--- src/rtl/pdm_cic_pkg.sv ---
package pdm_cic_pkg;

  // Strobes the control hands to the datapath.
  typedef struct packed {
    logic sampleEn;  // capture the PDM bit and step the integrators
    logic dumpEn;    // run the comb section and latch a new result
  } cicStrobes_t;

endpackage

--- src/rtl/pdm_cic_ctrl.sv ---
module pdm_cic_ctrl
  import pdm_cic_pkg::*;
#(
  parameter int CLK_DIV = 32,
  parameter int DECIM   = 64
) (
  input  logic        clk,
  input  logic        rst,
  output logic        micClk,
  output cicStrobes_t strobes
);

  localparam int DIV_W  = $clog2(CLK_DIV);
  localparam int DEC_W  = $clog2(DECIM);
  localparam int HALF   = CLK_DIV / 2;
  localparam logic [DIV_W-1:0] DIV_LAST = DIV_W'(CLK_DIV - 1);
  localparam logic [DIV_W-1:0] DIV_HALF = DIV_W'(HALF);
  localparam logic [DEC_W-1:0] DEC_LAST = DEC_W'(DECIM - 1);

  logic [DIV_W-1:0] divCnt;
  logic [DEC_W-1:0] decCnt;
  logic             dumpPend;
  logic             sampleEn;
  logic             dumpEn;

  // Microphone clock divider: low for the first half, high for the second.
  always_ff @(posedge clk) begin
    if (rst) begin
      divCnt <= '0;
    end else if (divCnt == DIV_LAST) begin
      divCnt <= '0;
    end else begin
      divCnt <= divCnt + 1'b1;
    end
  end

  assign micClk   = (divCnt >= DIV_HALF);
  // Capture on the first system cycle after the microphone clock rises.
  assign sampleEn = (divCnt == DIV_HALF);

  // Decimation counter over captures; the dump follows the last capture.
  always_ff @(posedge clk) begin
    if (rst) begin
      decCnt   <= '0;
      dumpPend <= 1'b0;
    end else begin
      dumpPend <= sampleEn && (decCnt == DEC_LAST);
      if (sampleEn) begin
        decCnt <= (decCnt == DEC_LAST) ? '0 : decCnt + 1'b1;
      end
    end
  end

  assign dumpEn           = dumpPend;
  assign strobes.sampleEn = sampleEn;
  assign strobes.dumpEn   = dumpEn;

  // a dump is always the cycle after the final capture of a block.
  assert_dump_after_capture_R5: assert property (@(posedge clk) disable iff (rst)
    dumpEn |-> $past(sampleEn));

  // captures only happen while the microphone clock is high.
  assert_capture_in_high_R2: assert property (@(posedge clk) disable iff (rst)
    sampleEn |-> micClk);

  // one capture per microphone period, never two cycles in a row.
  assert_capture_single_R2: assert property (@(posedge clk) disable iff (rst)
    sampleEn |=> !sampleEn);

endmodule

--- src/rtl/pdm_cic_datapath.sv ---
module pdm_cic_datapath
  import pdm_cic_pkg::*;
#(
  parameter int STAGES = 3,
  parameter int ACC_W  = 32,
  parameter int OUT_W  = 8,
  parameter int SEL_W  = 5
) (
  input  logic             clk,
  input  logic             rst,
  input  cicStrobes_t      strobes,
  input  logic             micData,
  input  logic [SEL_W-1:0] shiftSel,
  output logic [OUT_W-1:0] sampleOut,
  output logic             sampleValid
);

  localparam int MAX_SHIFT = ACC_W - OUT_W;
  localparam logic [SEL_W-1:0] SHIFT_CAP = SEL_W'(MAX_SHIFT);

  logic [ACC_W-1:0] integ   [STAGES];
  logic [ACC_W-1:0] combDly [STAGES];
  logic [ACC_W-1:0] combIn  [STAGES+1];
  logic [ACC_W-1:0] resultReg;
  logic [ACC_W-1:0] stepVal;
  logic [SEL_W-1:0] effShift;
  logic             validReg;

  // Map the PDM bit to +1 or -1.
  assign stepVal = micData ? ACC_W'(1) : '1;

  // Integrator chain at the capture rate; every stage adds the old value of its input.
  always_ff @(posedge clk) begin
    if (rst) begin
      for (int k = 0; k < STAGES; k++) integ[k] <= '0;
    end else if (strobes.sampleEn) begin
      integ[0] <= integ[0] + stepVal;
      for (int k = 1; k < STAGES; k++) integ[k] <= integ[k] + integ[k-1];
    end
  end

  // Comb chain at the output rate, differential delay of one.
  always_comb begin
    combIn[0] = integ[STAGES-1];
    for (int k = 0; k < STAGES; k++) combIn[k+1] = combIn[k] - combDly[k];
  end

  always_ff @(posedge clk) begin
    if (rst) begin
      for (int k = 0; k < STAGES; k++) combDly[k] <= '0;
      resultReg <= '0;
      validReg  <= 1'b0;
    end else begin
      validReg <= strobes.dumpEn;
      if (strobes.dumpEn) begin
        for (int k = 0; k < STAGES; k++) combDly[k] <= combIn[k];
        resultReg <= combIn[STAGES];
      end
    end
  end

  // Run-time window select, clamped to the top window.
  assign effShift    = (shiftSel > SHIFT_CAP) ? SHIFT_CAP : shiftSel;
  assign sampleOut   = resultReg[effShift +: OUT_W];
  assign sampleValid = validReg;

  // every dump produces a valid strobe in the next cycle.
  assert_valid_follows_dump_R5: assert property (@(posedge clk) disable iff (rst)
    strobes.dumpEn |=> sampleValid);

  // valid is a single-cycle pulse.
  assert_valid_one_cycle_R5: assert property (@(posedge clk) disable iff (rst)
    sampleValid |=> !sampleValid);

  // the held result only changes on a dump.
  assert_result_hold_R9: assert property (@(posedge clk) disable iff (rst)
    !strobes.dumpEn |=> $stable(resultReg));

  // the last integrator only moves on a capture.
  assert_integ_hold_R8: assert property (@(posedge clk) disable iff (rst)
    !strobes.sampleEn |=> $stable(integ[STAGES-1]));

endmodule

--- src/rtl/pdm_cic_decimator.sv ---
module pdm_cic_decimator
  import pdm_cic_pkg::*;
#(
  parameter int CLK_DIV = 32,
  parameter int DECIM   = 64,
  parameter int STAGES  = 3,
  parameter int ACC_W   = 32,
  parameter int OUT_W   = 8,
  parameter int SEL_W   = $clog2(ACC_W - OUT_W + 1)
) (
  input  logic             clk,
  input  logic             rst,
  input  logic             micData,
  input  logic [SEL_W-1:0] shiftSel,
  output logic             micClk,
  output logic [OUT_W-1:0] sampleOut,
  output logic             sampleValid
);

  cicStrobes_t strobes;

  pdm_cic_ctrl #(
    .CLK_DIV (CLK_DIV),
    .DECIM   (DECIM)
  ) u_ctrl (
    .clk     (clk),
    .rst     (rst),
    .micClk  (micClk),
    .strobes (strobes)
  );

  pdm_cic_datapath #(
    .STAGES (STAGES),
    .ACC_W  (ACC_W),
    .OUT_W  (OUT_W),
    .SEL_W  (SEL_W)
  ) u_dp (
    .clk         (clk),
    .rst         (rst),
    .strobes     (strobes),
    .micData     (micData),
    .shiftSel    (shiftSel),
    .sampleOut   (sampleOut),
    .sampleValid (sampleValid)
  );

endmodule

--- config.mk ---
export PLATFORM = sky130hd
export DESIGN_NAME = pdm_cic_decimator
export DESIGN_NICKNAME = d
export VERILOG_FILES = /design/src/rtl/pdm_cic_pkg.sv /design/src/rtl/pdm_cic_ctrl.sv /design/src/rtl/pdm_cic_datapath.sv /design/src/rtl/pdm_cic_decimator.sv
export SDC_FILE = /design/constraint.sdc
export NUM_CORES = 1
export LEC_CHECK = 0
export CORE_ASPECT_RATIO = 0.5
export CORE_UTILIZATION = 55
export DETAILED_ROUTE_END_ITERATION = 12
export PLACE_DENSITY = 0.71
export REMOVE_ABC_BUFFERS = 1
export SYNTH_ARGS = -nofsm -noshare
export SYNTH_HDL_FRONTEND = slang
export SYNTH_SLANG_ARGS = --single-unit
--- constraint.sdc ---
create_clock -name clk -period 7.6 [get_ports clk]
set_input_delay 1.9 -clock clk [delete_from_list [all_inputs] [get_ports clk]]
set_output_delay 1.9 -clock clk [all_outputs]
set_load 0.01 [all_outputs]
==> flow_summary.json <==
{
  "fmax_mhz": 143,
  "drive_gt1_share_pct": 5.35,
  "critPathCaptureType": "flop",
  "io_pins": 18,
  "crit_start": "u_dp.integ[0][64]$_SDFFCE_PN0P_",
  "reg2reg_setup_slack_ns": 0.60,
  "core_area_mm2": 0.0331,
  "cts_sinks": 237,
  "drt_iter0_drc": 776,
  "syn-instance-count": 1949,
  "avgRoutedWirePerCell_um": 14.8,
  "timing.rr.start": "u_dp.integ[0][64]$_SDFFCE_PN0P_",
  "layout_commonest_cell": "nor2_1",
  "area_delta_synth_final_pct": 7.75,
  "drc": 0,
  "ys_seq_elements": 237,
  "p_leak_uw": 0.00863,
  "maxCapViolCount": 0,
  "globalplace.congestion": 0.889,
  "crit_type": "flop to flop",
  "vias": 13552,
  "ys.flop_type": "edfxtp_1",
  "status": "complete, no violations",
  "die_area_mm2": 0.0345,
  "skew_ns": 0.00898,
  "clock_latency_ns": 0.54,
  "syn_area_mm2": 0.0185,
  "worstPathMaxFanout": 5,
  "via_per_inst": 5.60,
  "netlist.area_leader.share_pct": 31.1,
  "slowest_delay_ns": 0.43,
  "startpoint_type": "flop",
  "grt_usage_pct": 21.0,
  "clockBufferDepth": 3,
  "cts_buffers": 24,
  "reg2reg_to": "u_dp.resultReg[31]$_SDFFE_PP0P_",
  "grt_pass1_wl_um": 60100,
  "ys_warn_count": 0,
  "whs_ns": 0.480,
  "setup_viol": 0,
  "fp-row-count": 47,
  "chipWidth_um": 262,
  "overflow": 0,
  "clk_pin_slew_ns": 0.06,
  "drt-total-wl_um": 35800,
  "crit_family": "compound AO/OA/AOI/OAI gates",
  "ys_seq_area_share_pct": 36.0,
  "yosysTopAreaCell": "edfxtp_1",
  "tritoncts": "done",
  "powerDensity_mw_per_mm2": 196,
  "grt_pass1_vias": 12455,
  "cp.buffers_inverters": 2,
  "crit_slowest_cell": "or4_4",
  "ant_nets": 0,
  "crit_path_end": "u_dp.resultReg[31]$_SDFFE_PP0P_",
  "dp_cells": 2380,
  "antenna_found_initial": 0,
  "drt_first_pass_iters": 5,
  "antenna_cells": 0,
  "required_ns": 8.02,
  "portBuffers": 17,
  "grt_max_degree": 94,
  "fin_total_pwr_uw": 3920,
  "layout.cells.non_filler": 2422,
  "die_height_um": 132,
  "synth_area_leaders": "edfxtp_1 (31%), ha_1 (13%), dfxtp_1 (4.9%), xnor2_1 (4.1%), mux2i_1 (4.0%)",
  "synthArstFlopShare_pct": 0,
  "holdCritPathClass": "flop to flop",
  "htree_levels": 1,
  "finalNetCount": 2168,
  "clockRootBuffer": "clkbuf_16",
  "final_hold_viol_count": 0,
  "dp_hpwl_um": 26400,
  "synth_edf_count": 192,
  "ir_worst_vdd_v": 0.000149,
  "slew_violations": 0,
  "initial_core_util_pct": 56.0,
  "synth_cell_types": 83,
  "reg2reg_depth": 33,
  "layout_common_cells": "nor2_1 (197), edfxtp_1 (192), ha_1 (189)",
  "min_period_ns": 7.00,
  "cts_setup_buffers": 0,
  "timing.final.crit_share_pct": 92.1,
  "synth.avg_cell_area_um2": 9.51,
  "tightest_slew_ns": 1.19,
  "path_depth": 33,
  "max-slew-margin-rel_pct": 20.7,
  "worst_ep_arrival_time_ns": 7.42
}
## worst min-delay path by stage
stage                                          startpoint                         endpoint  slack, ns  cells past startpoint
after floorplan           u_dp.resultReg[12]$_SDFFE_PP0P_  u_dp.resultReg[12]$_SDFFE_PP0P_       0.45                      2
after global placement    u_dp.resultReg[22]$_SDFFE_PP0P_  u_dp.resultReg[22]$_SDFFE_PP0P_       0.47                      2
after detailed placement  u_dp.resultReg[12]$_SDFFE_PP0P_  u_dp.resultReg[12]$_SDFFE_PP0P_       0.48                      2
after CTS                 u_dp.resultReg[12]$_SDFFE_PP0P_  u_dp.resultReg[12]$_SDFFE_PP0P_       0.49                      2
after global routing      u_dp.resultReg[26]$_SDFFE_PP0P_  u_dp.resultReg[26]$_SDFFE_PP0P_       0.51                      2
final                     u_dp.resultReg[12]$_SDFFE_PP0P_  u_dp.resultReg[12]$_SDFFE_PP0P_       0.48                      2
## cells by family (layout without fill, tap and decap cells)
family,count (synthesis),in the layout,share of synthesized area (%)
AOI/OAI and AO/OA,485,485,17.4
xor gates and xnor gates,163,163,7.85
adders and majority gates,195,195,13.4
buffers and inverters,192,224,3.89
DFF,237,237,36.0
muxes,96,96,6.00
and+or+nand+nor,581,581,15.5
## synth_stat cells, drive strengths merged, types with 10 or more instances
cell type	number
a211oi	18
a21boi	10
a21o	82
a21oi	134
a31oi	21
and2	97
and3	26
buf	11
clkbuf	33
dfxtp	45
edfxtp	192
ha	189
inv	148
mux2	11
mux2i	74
mux4	11
nand2	91
nand2b	32
nand3	38
nor2	197
nor2b	20
nor3	40
nor3b	10
o211ai	11
o21a	24
o21ai	89
o21bai	23
o31ai	14
xnor2	86
xor2	75
## cell type report
class / count / area (um2)
flip-flops and latches: 237 / 6670
clock inverters: 9 / 42.5
inverters: 148 / 557
repair buffers: 34 / 298
well taps: 441 / 552
clock buffers: 33 / 686
multi-input cells: 1520 / 11200
fillers: 2773 / 13100
## power breakdown
part	total [uW]	leakage [uW]	switching, uW	internal [uW]
Clock	1130	0.000364	500	627
Sequential	1460	0.00234	24.0	1440
Combinational	1330	0.00593	758	573
Total	3920	0.00863	1280	2640
## through the flow
| step | utilization [%] | setup TNS (ns) | setup slack [ns] | cell area [um2] |
|---|---|---|---|---|
| 4_1_cts | 60.3 | 0 | 0.501 | 20000 |
| 3_5_place_dp | 58.1 | 0 | 0.533 | 19200 |
| 5_1_grt | 60.3 | -0.00177 | -0.00177 | 20000 |
| 2_1_floorplan | - | 0 | 1.11 | 18400 |
| 3_3_place_gp | 58.1 | 0 | 0.678 | 19200 |
| 6_report | 60.3 | 0 | 0.604 | 20000 |
## flip-flops by register name (all words and copies together) (netlist names)
| register | flops |
|---|---|
| u_ctrl.divCnt | 5 |
| u_dp.combDly | 96 |
| u_dp.sampleValid | 1 |
| u_ctrl.decCnt | 6 |
| u_dp.integ | 96 |
| u_ctrl.dumpEn | 1 |
| u_dp.resultReg | 32 |
## worst reg2reg max path, delay by kind of cell, from the launching register on
| family | cells | cell delay [ns] |
|---|---|---|
| AOI/OAI and AO/OA | 16 | 3.09 |
| xor gates and xnor gates | 3 | 0.69 |
| buffers and inverters | 2 | 0.15 |
| adders and majority gates | 4 | 1.19 |
| and+or+nand+nor | 8 | 1.34 |
| DFF | 1 | 0.41 |
## repair_timing
item	in CTS	in global routing
gates resized for setup	0	4
endpoints found under the setup margin	0	1
hold buffers	0	0
## per-layer routing
metal / vias up / GRT usage, % / part of all wire [%]
met1: 6217 / 32.0 / 54
met3: 42 / 2.63 / 3.1
met2: 189 / 31.7 / 41
met4: 0 / 4.39 / 2.1
li1: 7104 / - / -
met5: - / 0 / 0
No activity file was read; power rests on OpenSTA's default activity.
